**config.mk**
```make
export PLATFORM = sky130hd
export DESIGN_NAME = dual_issue_pair
export DESIGN_NICKNAME = d
export VERILOG_FILES = /design/src/rtl/dis_pkg.sv /design/src/rtl/dis_classify.sv /design/src/rtl/dis_pair_rules.sv /design/src/rtl/dual_issue_pair.sv
export SDC_FILE = /design/constraint.sdc
export NUM_CORES = 1
export LEC_CHECK = 0
export ABC_AREA = 1
export ABC_CLOCK_PERIOD_IN_PS = 2310
export BUFFER_PORTS_ARGS = -buffer_cell sky130_fd_sc_hd__buf_2
export CORE_AREA = 2 2 39 41
export DETAILED_ROUTE_END_ITERATION = 8
export DIE_AREA = 0 0 41 43
export SETUP_SLACK_MARGIN = 0.4
export SLEW_MARGIN = 30
export SYNTH_ARGS = -nofsm -noshare
export SYNTH_HDL_FRONTEND = slang
export SYNTH_SLANG_ARGS = --single-unit
export TNS_END_PERCENT = 50
```
**constraint.sdc**
```tcl
create_clock -name vclk -period 2.31
set_clock_uncertainty 0.15 [all_clocks]
set_input_delay 0.693 -clock vclk [all_inputs]
set_output_delay 0.693 -clock vclk [all_outputs]
set_load 0.005 [all_outputs]
```
**src/rtl/dis_pkg.sv**
```systemverilog
package dis_pkg;

   localparam int CODE_W = 4;

   localparam logic [CODE_W-1:0] CL_ALU    = 4'd0;
   localparam logic [CODE_W-1:0] CL_LOAD   = 4'd1;
   localparam logic [CODE_W-1:0] CL_STORE  = 4'd2;
   localparam logic [CODE_W-1:0] CL_IMUL   = 4'd3;
   localparam logic [CODE_W-1:0] CL_IDIV   = 4'd4;
   localparam logic [CODE_W-1:0] CL_BRANCH = 4'd5;
   localparam logic [CODE_W-1:0] CL_FADD   = 4'd6;
   localparam logic [CODE_W-1:0] CL_FMUL   = 4'd7;
   localparam logic [CODE_W-1:0] CL_FDIV   = 4'd8;
   localparam logic [CODE_W-1:0] CL_SOLO   = 4'd9;

   localparam logic [CODE_W-1:0] UN_NONE   = 4'd0;
   localparam logic [CODE_W-1:0] UN_MEM    = 4'd1;
   localparam logic [CODE_W-1:0] UN_FINT   = 4'd2;
   localparam logic [CODE_W-1:0] UN_BR     = 4'd3;
   localparam logic [CODE_W-1:0] UN_MULDIV = 4'd4;
   localparam logic [CODE_W-1:0] UN_FPADD  = 4'd5;
   localparam logic [CODE_W-1:0] UN_FPMUL  = 4'd6;
   localparam logic [CODE_W-1:0] UN_FPDIV  = 4'd7;
   localparam logic [CODE_W-1:0] UN_GROUP  = 4'd8;

   typedef enum logic [1:0] {
      NEED_MEM = 2'd0,
      NEED_FLT = 2'd1,
      NEED_ANY = 2'd2
   } need_e;

   typedef struct packed {
      need_e             need;
      logic              is_br;
      logic              is_solo;
      logic [CODE_W-1:0] flt_unit;
   } lane_info_t;

endpackage

```
**src/rtl/dis_classify.sv**
```systemverilog
module dis_classify
   import dis_pkg::*;
#(
   parameter int CLS_W = 4
) (
   input  logic [CLS_W-1:0] cls,
   output lane_info_t       info
);
   localparam int HI_W = CLS_W - CODE_W;

   logic              hi_set;
   logic [CODE_W-1:0] lo;

   assign lo = cls[CODE_W-1:0];

   generate
      if (HI_W > 0) begin : g_wide
         assign hi_set = |cls[CLS_W-1:CODE_W];
      end else begin : g_narrow
         assign hi_set = 1'b0;
      end
   endgenerate

   always_comb begin
      info.need     = NEED_FLT;
      info.is_br    = 1'b0;
      info.is_solo  = 1'b0;
      info.flt_unit = UN_GROUP;
      if (hi_set) begin
         info.is_solo = 1'b1;
      end else begin
         case (lo)
            CL_ALU:    begin info.need = NEED_ANY; info.flt_unit = UN_FINT;   end
            CL_LOAD,
            CL_STORE:  begin info.need = NEED_MEM; info.flt_unit = UN_NONE;   end
            CL_IMUL,
            CL_IDIV:   info.flt_unit = UN_MULDIV;
            CL_BRANCH: begin info.is_br = 1'b1;    info.flt_unit = UN_BR;     end
            CL_FADD:   info.flt_unit = UN_FPADD;
            CL_FMUL:   info.flt_unit = UN_FPMUL;
            CL_FDIV:   info.flt_unit = UN_FPDIV;
            default:   info.is_solo = 1'b1;
         endcase
      end
   end
endmodule

```
**src/rtl/dis_pair_rules.sv**
```systemverilog
module dis_pair_rules
   import dis_pkg::*;
#(
   parameter bit ALU_PREF_MEM = 1'b1
) (
   input  logic       v0,
   input  logic       v1,
   input  logic       dep,
   input  lane_info_t l0,
   input  lane_info_t l1,
   output logic [1:0] count,
   output logic       flt0,
   output logic       flt1
);
   logic both_mem, both_flt, group_cut, can_pair;
   logic any0_to_flt_alone, any0_to_flt_pair;

   assign both_mem  = (l0.need == NEED_MEM) && (l1.need == NEED_MEM);
   assign both_flt  = (l0.need == NEED_FLT) && (l1.need == NEED_FLT);
   assign group_cut = l0.is_br || l0.is_solo || l1.is_solo;
   assign can_pair  = v0 && v1 && !dep && !group_cut && !both_mem && !both_flt;

   generate
      if (ALU_PREF_MEM) begin : g_pref_mem
         assign any0_to_flt_alone = 1'b0;
         assign any0_to_flt_pair  = (l1.need == NEED_MEM);
      end else begin : g_pref_flt
         assign any0_to_flt_alone = 1'b1;
         assign any0_to_flt_pair  = (l1.need != NEED_FLT);
      end
   endgenerate

   always_comb begin
      count = 2'd0;
      flt0  = 1'b0;
      flt1  = 1'b0;
      if (v0) begin
         if (can_pair) begin
            count = 2'd2;
            flt0  = (l0.need == NEED_FLT) ||
                    ((l0.need == NEED_ANY) && any0_to_flt_pair);
            flt1  = !flt0;
         end else begin
            count = 2'd1;
            flt0  = (l0.need == NEED_FLT) ||
                    ((l0.need == NEED_ANY) && any0_to_flt_alone);
         end
      end
   end
endmodule

```
**src/rtl/dual_issue_pair.sv**
```systemverilog
module dual_issue_pair
   import dis_pkg::*;
#(
   parameter int CLS_W        = 4,
   parameter int UNIT_W       = 4,
   parameter bit ALU_PREF_MEM = 1'b1
) (
   input  logic              i0_valid,
   input  logic [CLS_W-1:0]  i0_class,
   input  logic              i1_valid,
   input  logic [CLS_W-1:0]  i1_class,
   input  logic              i1_dep,
   output logic [1:0]        issue_count,
   output logic [UNIT_W-1:0] i0_unit,
   output logic              i0_slot,
   output logic [UNIT_W-1:0] i1_unit,
   output logic              i1_slot
);
   localparam int LANES = 2;
   localparam int PAD_W = UNIT_W - CODE_W;

   generate
      if (CLS_W < CODE_W) begin : g_bad_cls
         $error("dual_issue_pair: CLS_W must be at least %0d", CODE_W);
      end
      if (UNIT_W < CODE_W) begin : g_bad_unit
         $error("dual_issue_pair: UNIT_W must be at least %0d", CODE_W);
      end
   endgenerate

   logic [CLS_W-1:0]  cls_a   [LANES];
   lane_info_t        info_a  [LANES];
   logic              go_a    [LANES];
   logic              flt_a   [LANES];
   logic [CODE_W-1:0] code_a  [LANES];
   logic [1:0]        cnt;
   logic              flt0, flt1;

   assign cls_a[0] = i0_class;
   assign cls_a[1] = i1_class;

   generate
      for (genvar g = 0; g < LANES; g++) begin : g_lane
         dis_classify #(.CLS_W(CLS_W)) u_cls (
            .cls  (cls_a[g]),
            .info (info_a[g])
         );
         always_comb begin
            if (!go_a[g])                code_a[g] = UN_NONE;
            else if (info_a[g].is_solo)  code_a[g] = UN_GROUP;
            else if (flt_a[g])           code_a[g] = info_a[g].flt_unit;
            else                         code_a[g] = UN_MEM;
         end
      end
   endgenerate

   dis_pair_rules #(.ALU_PREF_MEM(ALU_PREF_MEM)) u_rules (
      .v0    (i0_valid),
      .v1    (i1_valid),
      .dep   (i1_dep),
      .l0    (info_a[0]),
      .l1    (info_a[1]),
      .count (cnt),
      .flt0  (flt0),
      .flt1  (flt1)
   );

   assign go_a[0]  = (cnt != 2'd0);
   assign go_a[1]  = (cnt == 2'd2);
   assign flt_a[0] = flt0 && !info_a[0].is_solo;
   assign flt_a[1] = flt1;

   assign issue_count = cnt;
   assign i0_slot     = go_a[0] && flt_a[0];
   assign i1_slot     = go_a[1] && flt_a[1];

   generate
      if (PAD_W > 0) begin : g_pad
         assign i0_unit = {{PAD_W{1'b0}}, code_a[0]};
         assign i1_unit = {{PAD_W{1'b0}}, code_a[1]};
      end else begin : g_exact
         assign i0_unit = code_a[0];
         assign i1_unit = code_a[1];
      end
   endgenerate
endmodule

```
==> results of run 1 <==
-- layer usage --
metal,vias up,GRT usage (%)
li1,321,-
met4,0,0
met2,20,30.63
met3,0,0
met1,256,23.10
met5,-,0
-- cell usage in the layout (no fill, tap or decap), drive strengths merged --
| master | synthesis | routed |
|---|---|---|
| nand3 | 8 | 8 |
| a211oi | 1 | 1 |
| a21oi | 3 | 3 |
| o22ai | 1 | 1 |
| inv | 13 | 13 |
| a221o | 1 | 1 |
| nand2 | 27 | 27 |
| buf | 1 | 45 |
| a31oi | 1 | 1 |
| conb | 1 | 1 |
| nor2 | 19 | 19 |
-- area by class of cell --
| class | instances | area [sq um] |
|---|---|---|
| Fill cell | 122 | 488.0 |
| Multi-Input combinational cell | 62 | 479.2 |
| Inverter | 13 | 56.30 |
| Timing Repair Buffer | 45 | 340.3 |
| Tap cell | 16 | 20.02 |
-- timing repair --
item / in CTS / in global routing
pin swaps: 15 / 12
setup endpoints to repair: 11 / 11
setup buffers: 6 / 1
endpoints found under the hold margin: 0 / 0
gates resized for setup: 26 / 11
-- power by group --
group          internal (uW)  switching, uW  leakage (uW)
registers                  0              0             0
clock network              0              0             0
logic                   74.0           73.5      0.000471
-- logic make-up (layout without fill, tap and decap cells) --
logic type,count (synthesis),count (layout)
other,1,1
AND/OR/NAND/NOR,54,54
AO/OA/AOI/OAI,7,7
buffers and inverters,14,58
-- through the flow --
step,total power (uW),util (%),TNS [ns]
6_report,147.5,64.74,-1.726
5_1_grt,161.7,64.74,-2.495
4_1_cts,139.1,61.66,-1.656
3_5_place_dp,115.2,52.44,-2.241
3_3_place_gp,113.7,52.44,-2.146
2_1_floorplan,63.04,-,0
-- tightest hold or removal path: cells and delay by family --
family	cells	cell delay, ns
AO/OA/AOI/OAI	1	0.11
buffers and inverters	2	0.21
AND/OR/NAND/NOR	1	0.10
-- worst max path at each step --
stage	from	end	slack [ns]
6_report	i0_class[0]	i0_unit[0]	-0.22
5_1_grt	i0_valid	i0_unit[1]	-0.30
4_1_cts	i0_class[2]	i0_unit[2]	-0.21
3_5_place_dp	i1_class[2]	i0_unit[1]	-0.28
3_3_place_gp	i1_class[2]	i0_unit[1]	-0.26
2_1_floorplan	i1_class[2]	i0_unit[1]	0.06
==> impl_metrics.toml, run 1 <==
[outcome]
run_status = "finished, violations left"
violations_in_the_final_reports = "negative setup slack"

[sta]
final_hold_viol_count = 0
fmax_mhz = 395.4
whs_ns = 1.657
rsz0062_at_grt = "true"
min_period_over_period_pct = 109.5
fin_crit_ns = 2.529
postLayoutSetupSlackWorst_ns = -0.2192
finalSetupViolations = 10
slew_violations = 0

[floorplanning]
fp-row-count = 14
die_height_um = 43
die-area_sq_um = 1763
top_level_ports = 23
chipWidth_um = 41
initial_cell_density_of_the_core_pct = 29.39
core-area_sq_um = 1384

[critical_path]
crit_path_max_fanout = 5
worst_ep_arrival_time_ns = 1.69
end_kind = "output port"
worst-path-stages = 9
crit_type = "primary input to output port"
crit_buf_inv = 2
critical_path.startpoint_type = "primary input"
critical-path-top-delay-family = "simple AND/OR/NAND/NOR gates"
slowest_delay_ns = 0.15
timing.critical_path.mode_cell = "sky130_fd_sc_hd__nand2_2"
path_cells = "buf_6, nor2_4, nand2_2, nand2_2, nand2_2, nor2_4, nand3_4, a31oi_4, buf_2"
critPathRequiredTime_ns = 1.47
cp_slowest_cell = "sky130_fd_sc_hd__a31oi_4"

[placed_design]
numPortBuffers = 22
place_worst_setup_slack_ns = -0.2847
dp.cells = 129
dpl_cell_area_sq_um = 725.7
hpwl_um = 1043
gp_routability_congestion = 0.8683

[drt]
drc = 0
totalWireLength_um = 1368
drt-wirelength-per-cell_um = 10.06
wl_met1_um = 563
drtPass1Iterations = 4
route.top_layer_used = "met3"
detailroute.via_count = 597
number_of_drc_markers_after_the_initial_detailed_route_iteration = 3
detail_route.vias_per_cell = 4.390
met3_routed_wirelength_um = 60
final_antenna_net_count = 0
routed-wl-met2_um = 744

[layout]
fin_cells = 136
layout.nets = 133
finish.instance_area_sq_um = 895.9
seq_area_sq_um = 0
post_route_cells_drive_above_1_share_pct = 78.33
antenna-diode-count = 0
clkbuf_count = 0
flops_and_latches = 0
syn2layout_area_growth_pct = 120.3

[power_and_ir_drop]
irDropWorstVdd_uv = 72.09
pwr_density_cell_nw_per_um2 = 164.6
cellLeakagePower_uw = 0.0004713

[synthesis]
synth_cells = 76
largest_cells_by_area_after_synthesis = "sky130_fd_sc_hd__nand2_1 (20%), sky130_fd_sc_hd__inv_1 (11%), sky130_fd_sc_hd__nor2_2 (11%)"
synth_commonest_cells = "sky130_fd_sc_hd__nand2_1 (22), sky130_fd_sc_hd__inv_1 (12), sky130_fd_sc_hd__nor2_1 (10), sky130_fd_sc_hd__nor2_2 (7), sky130_fd_sc_hd__nand2_2 (5)"
ys_types = 18
yosys.area_share.adder_pct = 0
syn-num-nets = 87
synth_top_family_by_area = "simple AND/OR/NAND/NOR gates"
synth.top_cell.area_share_pct = 20.31
post_synthesis_sequential_area_ratio_pct = 0
synth_xor_xnor_area_share_pct = 0
synth_mux_area_share_pct = 0
syn-cell-area_sq_um = 406.6
synthesis.yosys.warnings = 0
synth.most_common_cell = "sky130_fd_sc_hd__nand2_1"
synthesis.area_per_instance_sq_um = 5.351
synthSimpleGateAreaFrac_pct = 70.15
synthDominantAreaCellType = "sky130_fd_sc_hd__nand2_1"
synth_compound_gate_area_share_pct = 15.08

[hold_path]
worstHoldPathType = "primary input to output port"
holdCritStartpoint = "i0_class[0]"
min_path_cells = 4
holdPathEnd = "i0_unit[1]"

[grt]
antenna_found_initial = 0
globalRouteOverflowTotal = 0
grt_start_max_net_pins = 6
globalRouteTotalUtil_pct = 17.08
first_pass_grt_wire_length_um = 2235
number_of_global_route_vias_before_repair = 564

[clock_network]
cts-hold-fix-buffers = 0

[job]
maxCapViolations = 0
(Power assumes the default switching activity.)
==> run 2: changes to the inputs <==
--- a/config.mk
+++ b/config.mk
@@ -8,9 +8,12 @@
 export ABC_AREA = 1
 export ABC_CLOCK_PERIOD_IN_PS = 2310
 export BUFFER_PORTS_ARGS = -buffer_cell sky130_fd_sc_hd__buf_2
-export CORE_AREA = 2 2 39 41
+export CELL_PAD_IN_SITES_DETAIL_PLACEMENT = 0
+export CELL_PAD_IN_SITES_GLOBAL_PLACEMENT = 1
+export CORE_MARGIN = 1.5
+export CORE_UTILIZATION = 29
 export DETAILED_ROUTE_END_ITERATION = 8
-export DIE_AREA = 0 0 41 43
+export PLACE_DENSITY_LB_ADDON = 0.1
 export SETUP_SLACK_MARGIN = 0.4
 export SLEW_MARGIN = 30
 export SYNTH_ARGS = -nofsm -noshare
==> run 2 against run 1 <==
Against the previous run: the run still ends with negative setup slack left; global-route usage up 0.71 points; sequential share of layout area unchanged; design area down 5.3%; worst hold slack worse by 0.059 ns; utilization up 0.45 points; largest cell class unchanged; largest power group unchanged; highest routed layer unchanged.
==> impl_metrics.toml, run 2 (synthesized netlist as in run 1, its figures left out) <==
[outcome]
run_status = "finished, violations left"
violations_in_the_final_reports = "negative setup slack"

[grt]
grt_start_max_net_pins = 6
first_pass_grt_wire_length_um = 2056
gr-usage-met2_pct = 35.71
busiest_layer = "met2"
globalRouteTotalUtil_pct = 17.79
number_of_global_route_vias_before_repair = 510
grt_use_met3_pct = 0
grt_met1_use_pct = 21.79
globalRouteOverflowTotal = 0
antenna_found_initial = 0

[critical_path]
cp_slowest_cell = "sky130_fd_sc_hd__nand3_4"
critPathRequiredTime_ns = 1.47
crit_type = "primary input to output port"
path_cells = "buf_6, nor2_4, nand2_2, nand2_2, nand3_2, nor2_4, nand3_4, nand3_4, nor2_2, buf_2"
endpoint = "i0_unit[1]"
crit_path_max_fanout = 5
worst_ep_arrival_time_ns = 1.70
critical_path.startpoint_type = "primary input"
slowest_delay_ns = 0.15
startpoint = "i1_class[2]"
end_kind = "output port"

[placed_design]
gp_routability_congestion = 0.8365
dp.cells = 128
hpwl_um = 983.1
dpl_cell_area_sq_um = 724.4
numPortBuffers = 22

[layout]
layout.cells.most_common_list = "sky130_fd_sc_hd__buf_4 (22), sky130_fd_sc_hd__nand2_2 (18), sky130_fd_sc_hd__buf_2 (14)"
fin_cells = 134
layout.nets = 132
finish.instance_area_sq_um = 848.3
seq_area_sq_um = 0
syn2layout_area_growth_pct = 108.6
layout.filler_cells = 119
post_route_cells_drive_above_1_share_pct = 74.79
layout.cells.most_common = "sky130_fd_sc_hd__buf_4"
clkbuf_count = 0
flops_and_latches = 0
antenna-diode-count = 0

[floorplanning]
initial_cell_density_of_the_core_pct = 31.25
core-area_sq_um = 1301
top_level_ports = 23
fp-row-count = 13
die_height_um = 40.45
chipWidth_um = 40.45
die-area_sq_um = 1636

[power_and_ir_drop]
pwr_density_cell_nw_per_um2 = 161.8
irDropWorstVdd_uv = 77.31
cellLeakagePower_uw = 0.0004455

[hold_path]
worstHoldPathType = "primary input to output port"

[drt]
totalWireLength_um = 1261
final_antenna_net_count = 0
detailroute.via_count = 587
drt-wirelength-per-cell_um = 9.410
number_of_drc_markers_after_the_initial_detailed_route_iteration = 3
drtPass1Iterations = 3
drc = 0
detail_route.vias_per_cell = 4.381

[job]
maxCapViolations = 0

[sta]
postLayoutSetupSlackWorst_ns = -0.2296
fin_crit_ns = 2.540
finalSetupViolations = 10
final_hold_viol_count = 0
slew_violations = 0
fmax_mhz = 393.8
rsz0062_at_grt = "true"
min_period_over_period_pct = 109.9

[clock_network]
cts-hold-fix-buffers = 0
## run 2: cell types whose count changed in the layout (fill, tap and decap cells not counted), sizes merged
cell / change
buf: -1
## run 2: worst min-delay path by stage
stage | cells past startpoint | startpoint | end
floorplan | 2 | i0_valid | i0_unit[3]
finish | 4 | i1_class[0] | i1_unit[1]
CTS | 4 | i1_class[0] | i1_unit[1]
global placement | 4 | i1_class[0] | i1_unit[1]
global route | 4 | i1_class[0] | i1_unit[1]
detailed placement | 4 | i1_class[0] | i1_unit[1]
## run 2: routing by layer
metal | routed length [um] | vias to the layer above
li1 | - | 320
met1 | 537 | 251
met2 | 663 | 16
met3 | 60 | 0
met4 | 0 | 0
met5 | 0 | -
## run 2: what timing repair did
action	4_1_cts	5_1_grt
gates resized for setup	26	0
buffers inserted	6	0
setup endpoints to repair	11	11
pin swaps	14	4
## run 2: through the flow
| step | total power [uW] | TNS, ns | hold WS, ns | setup WS (ns) | util [%] |
|---|---|---|---|---|---|
| floorplan | 63.04 | 0 | 1.329 | 0.06033 | - |
| global route | 150.8 | -2.559 | 1.633 | -0.3102 | 65.19 |
| CTS | 137.3 | -1.641 | 1.606 | -0.2118 | 65.19 |
| finish | 137.3 | -1.686 | 1.599 | -0.2296 | 65.19 |
| global placement | 114.2 | -2.279 | 1.635 | -0.2967 | 55.67 |
| detailed placement | 115.1 | -2.353 | 1.643 | -0.3094 | 55.67 |
## run 2: power by group
part,total [uW],internal [uW],switching [uW]
Clock,0,0,0
Sequential,0,0,0
Combinational,137,69.8,67.5
Total,137,69.8,67.5
## run 2: final cells by class
| class | count | area (sq um) | share of cell area [%] |
|---|---|---|---|
| inverter | 13 | 53.80 | 6.342 |
| multi-input combinational | 62 | 446.7 | 52.65 |
| tap | 15 | 18.77 | 2.212 |
| timing repair buffer | 44 | 329.1 | 38.79 |
## run 2: critical path, delay by kind of cell
family	cells	cell delay (ns)
buffers and inverters	2	0.23
AND/OR/NAND/NOR	8	0.77
==> run 3: changes to the inputs <==
--- a/config.mk
+++ b/config.mk
@@ -19,4 +19,4 @@
 export SYNTH_ARGS = -nofsm -noshare
 export SYNTH_HDL_FRONTEND = slang
 export SYNTH_SLANG_ARGS = --single-unit
-export TNS_END_PERCENT = 50
+export TNS_END_PERCENT = 10
==> run 3 against run 2 <==
Against the previous run: the run still ends with negative setup slack left; routed wire length is 1.5% lower; total power is 1.1% higher; via count is 0.51% lower; worst hold slack better by 0.0047 ns; global-route usage is 1.2 points lower; first-iteration DRC count is 130% higher; worst setup slack better by 0.010 ns; largest power group unchanged.
==> impl_metrics.toml, run 3 (synthesized netlist as in run 1, its figures left out) <==
[grt]
first_pass_grt_wire_length_um = 1932
antenna_found_initial = 0
grt_start_max_net_pins = 6
number_of_global_route_vias_before_repair = 498
globalRouteTotalUtil_pct = 16.55
globalRouteOverflowTotal = 0

[placed_design]
gp_routability_congestion = 0.8365
numPortBuffers = 22
place_worst_setup_slack_ns = -0.3094
hpwl_um = 983.1

[critical_path]
critPathRequiredTime_ns = 1.47
timing.critical_path.mode_cell = "sky130_fd_sc_hd__nor2_4"
startpoint = "i1_class[3]"
slowest_delay_ns = 0.17
crit_path_max_fanout = 5
worst_ep_arrival_time_ns = 1.69
end_kind = "output port"
endpoint = "i0_unit[0]"
path_cells = "buf_8, nor2_4, nand2_1, nand2_2, nor2_4, nor2_4, nand3_4, a31oi_4, buf_2"
crit_type = "primary input to output port"
cp_slowest_cell = "sky130_fd_sc_hd__nor2_4"
critical_path.startpoint_type = "primary input"

[drt]
number_of_drc_markers_after_the_initial_detailed_route_iteration = 7
detail_route.vias_per_cell = 4.492
drc = 0
drtPass1Iterations = 4
totalWireLength_um = 1242
drt-wirelength-per-cell_um = 9.554
final_antenna_net_count = 0
detailroute.via_count = 584

[layout]
layout.filler_cells = 128
layout.cells.most_common_list = "sky130_fd_sc_hd__buf_4 (19), sky130_fd_sc_hd__nand2_2 (16), sky130_fd_sc_hd__buf_2 (13)"
clkbuf_count = 0
layout.cells.most_common = "sky130_fd_sc_hd__buf_4"
seq_area_sq_um = 0
antenna-diode-count = 0
flops_and_latches = 0
layout.nets = 128
syn2layout_area_growth_pct = 106.8
post_route_cells_drive_above_1_share_pct = 74.78

[floorplanning]
die-area_sq_um = 1636
initial_cell_density_of_the_core_pct = 31.25
core-area_sq_um = 1301
fp-row-count = 13
chipWidth_um = 40.45
die_height_um = 40.45
top_level_ports = 23

[outcome]
violations_in_the_final_reports = "negative setup slack"
run_status = "finished, violations left"

[sta]
fin_crit_ns = 2.529
postLayoutSetupSlackWorst_ns = -0.2195
fmax_mhz = 395.3
min_period_over_period_pct = 109.5
rsz0062_at_grt = "true"
finalSetupViolations = 10
slew_violations = 0
final_hold_viol_count = 0
setup_total_negative_slack_ns = -1.752

[power_and_ir_drop]
cellLeakagePower_uw = 0.0004394
pwr_density_cell_nw_per_um2 = 165.0
irDropWorstVdd_uv = 79.87
fin_total_pwr_uw = 138.8

[job]
maxCapViolations = 0

[hold_path]
worstHoldPathType = "primary input to output port"
==> run 3: cell count changes in the layout (fill, tap and decap cells not counted), sizes merged <==
cell  change
buf       -4
==> run 3: metal layers <==
| metal | vias up | global-route usage (%) | part of all wire, % |
|---|---|---|---|
| met5 | - | 0 | 0 |
| met4 | 0 | 0 | 0 |
| met3 | 0 | 0 | 4.7 |
| met2 | 16 | 32.14 | 53 |
| met1 | 256 | 21.15 | 42 |
| li1 | 312 | - | - |
==> run 3: area by class of cell <==
class | count | area (sq um) | area share (%)
multi-input combinational | 62 | 459.2 | 54.61
timing repair buffer | 40 | 309.0 | 36.76
inverter | 13 | 53.80 | 6.399
tap | 15 | 18.77 | 2.232
==> run 3: how the worst min path moves through the flow <==
stage                startpoint    endpoint  slack, ns  cells past startpoint
global placement    i1_class[0]  i1_unit[1]       1.64                      4
global route        i1_class[3]  i1_unit[1]       1.65                      5
CTS                 i1_class[3]  i1_unit[1]       1.61                      5
detailed placement  i1_class[0]  i1_unit[1]       1.64                      4
floorplan              i0_valid  i0_unit[3]       1.33                      2
finish              i1_class[3]  i1_unit[1]       1.60                      5
==> run 3: repair_timing <==
action	in CTS	in global routing
buffers inserted	2	0
pin swaps	11	6
hold buffers	0	0
gates resized for setup	24	7
endpoints found under the setup margin	11	11
==> run 3: worst max-delay path: cells and delay by family <==
family | cells | cell delay [ns]
AOI/OAI and AO/OA | 1 | 0.14
and+or+nand+nor | 6 | 0.63
buffers and inverters | 2 | 0.22
==> run 3: power breakdown <==
part	switching [uW]	internal [uW]
Clock	0	0
Combinational	69.0	69.8
Sequential	0	0
Total	69.0	69.8
==> run 3: per-stage QoR <==
step	hold slack, ns	cells	util [%]	cell area [sq um]
6_report	1.603	130	64.62	840.8
5_1_grt	1.650	130	64.62	840.8
4_1_cts	1.613	130	62.31	810.8
3_5_place_dp	1.643	128	55.67	724.4
3_3_place_gp	1.635	128	55.67	724.4
2_1_floorplan	1.329	76	-	483.0
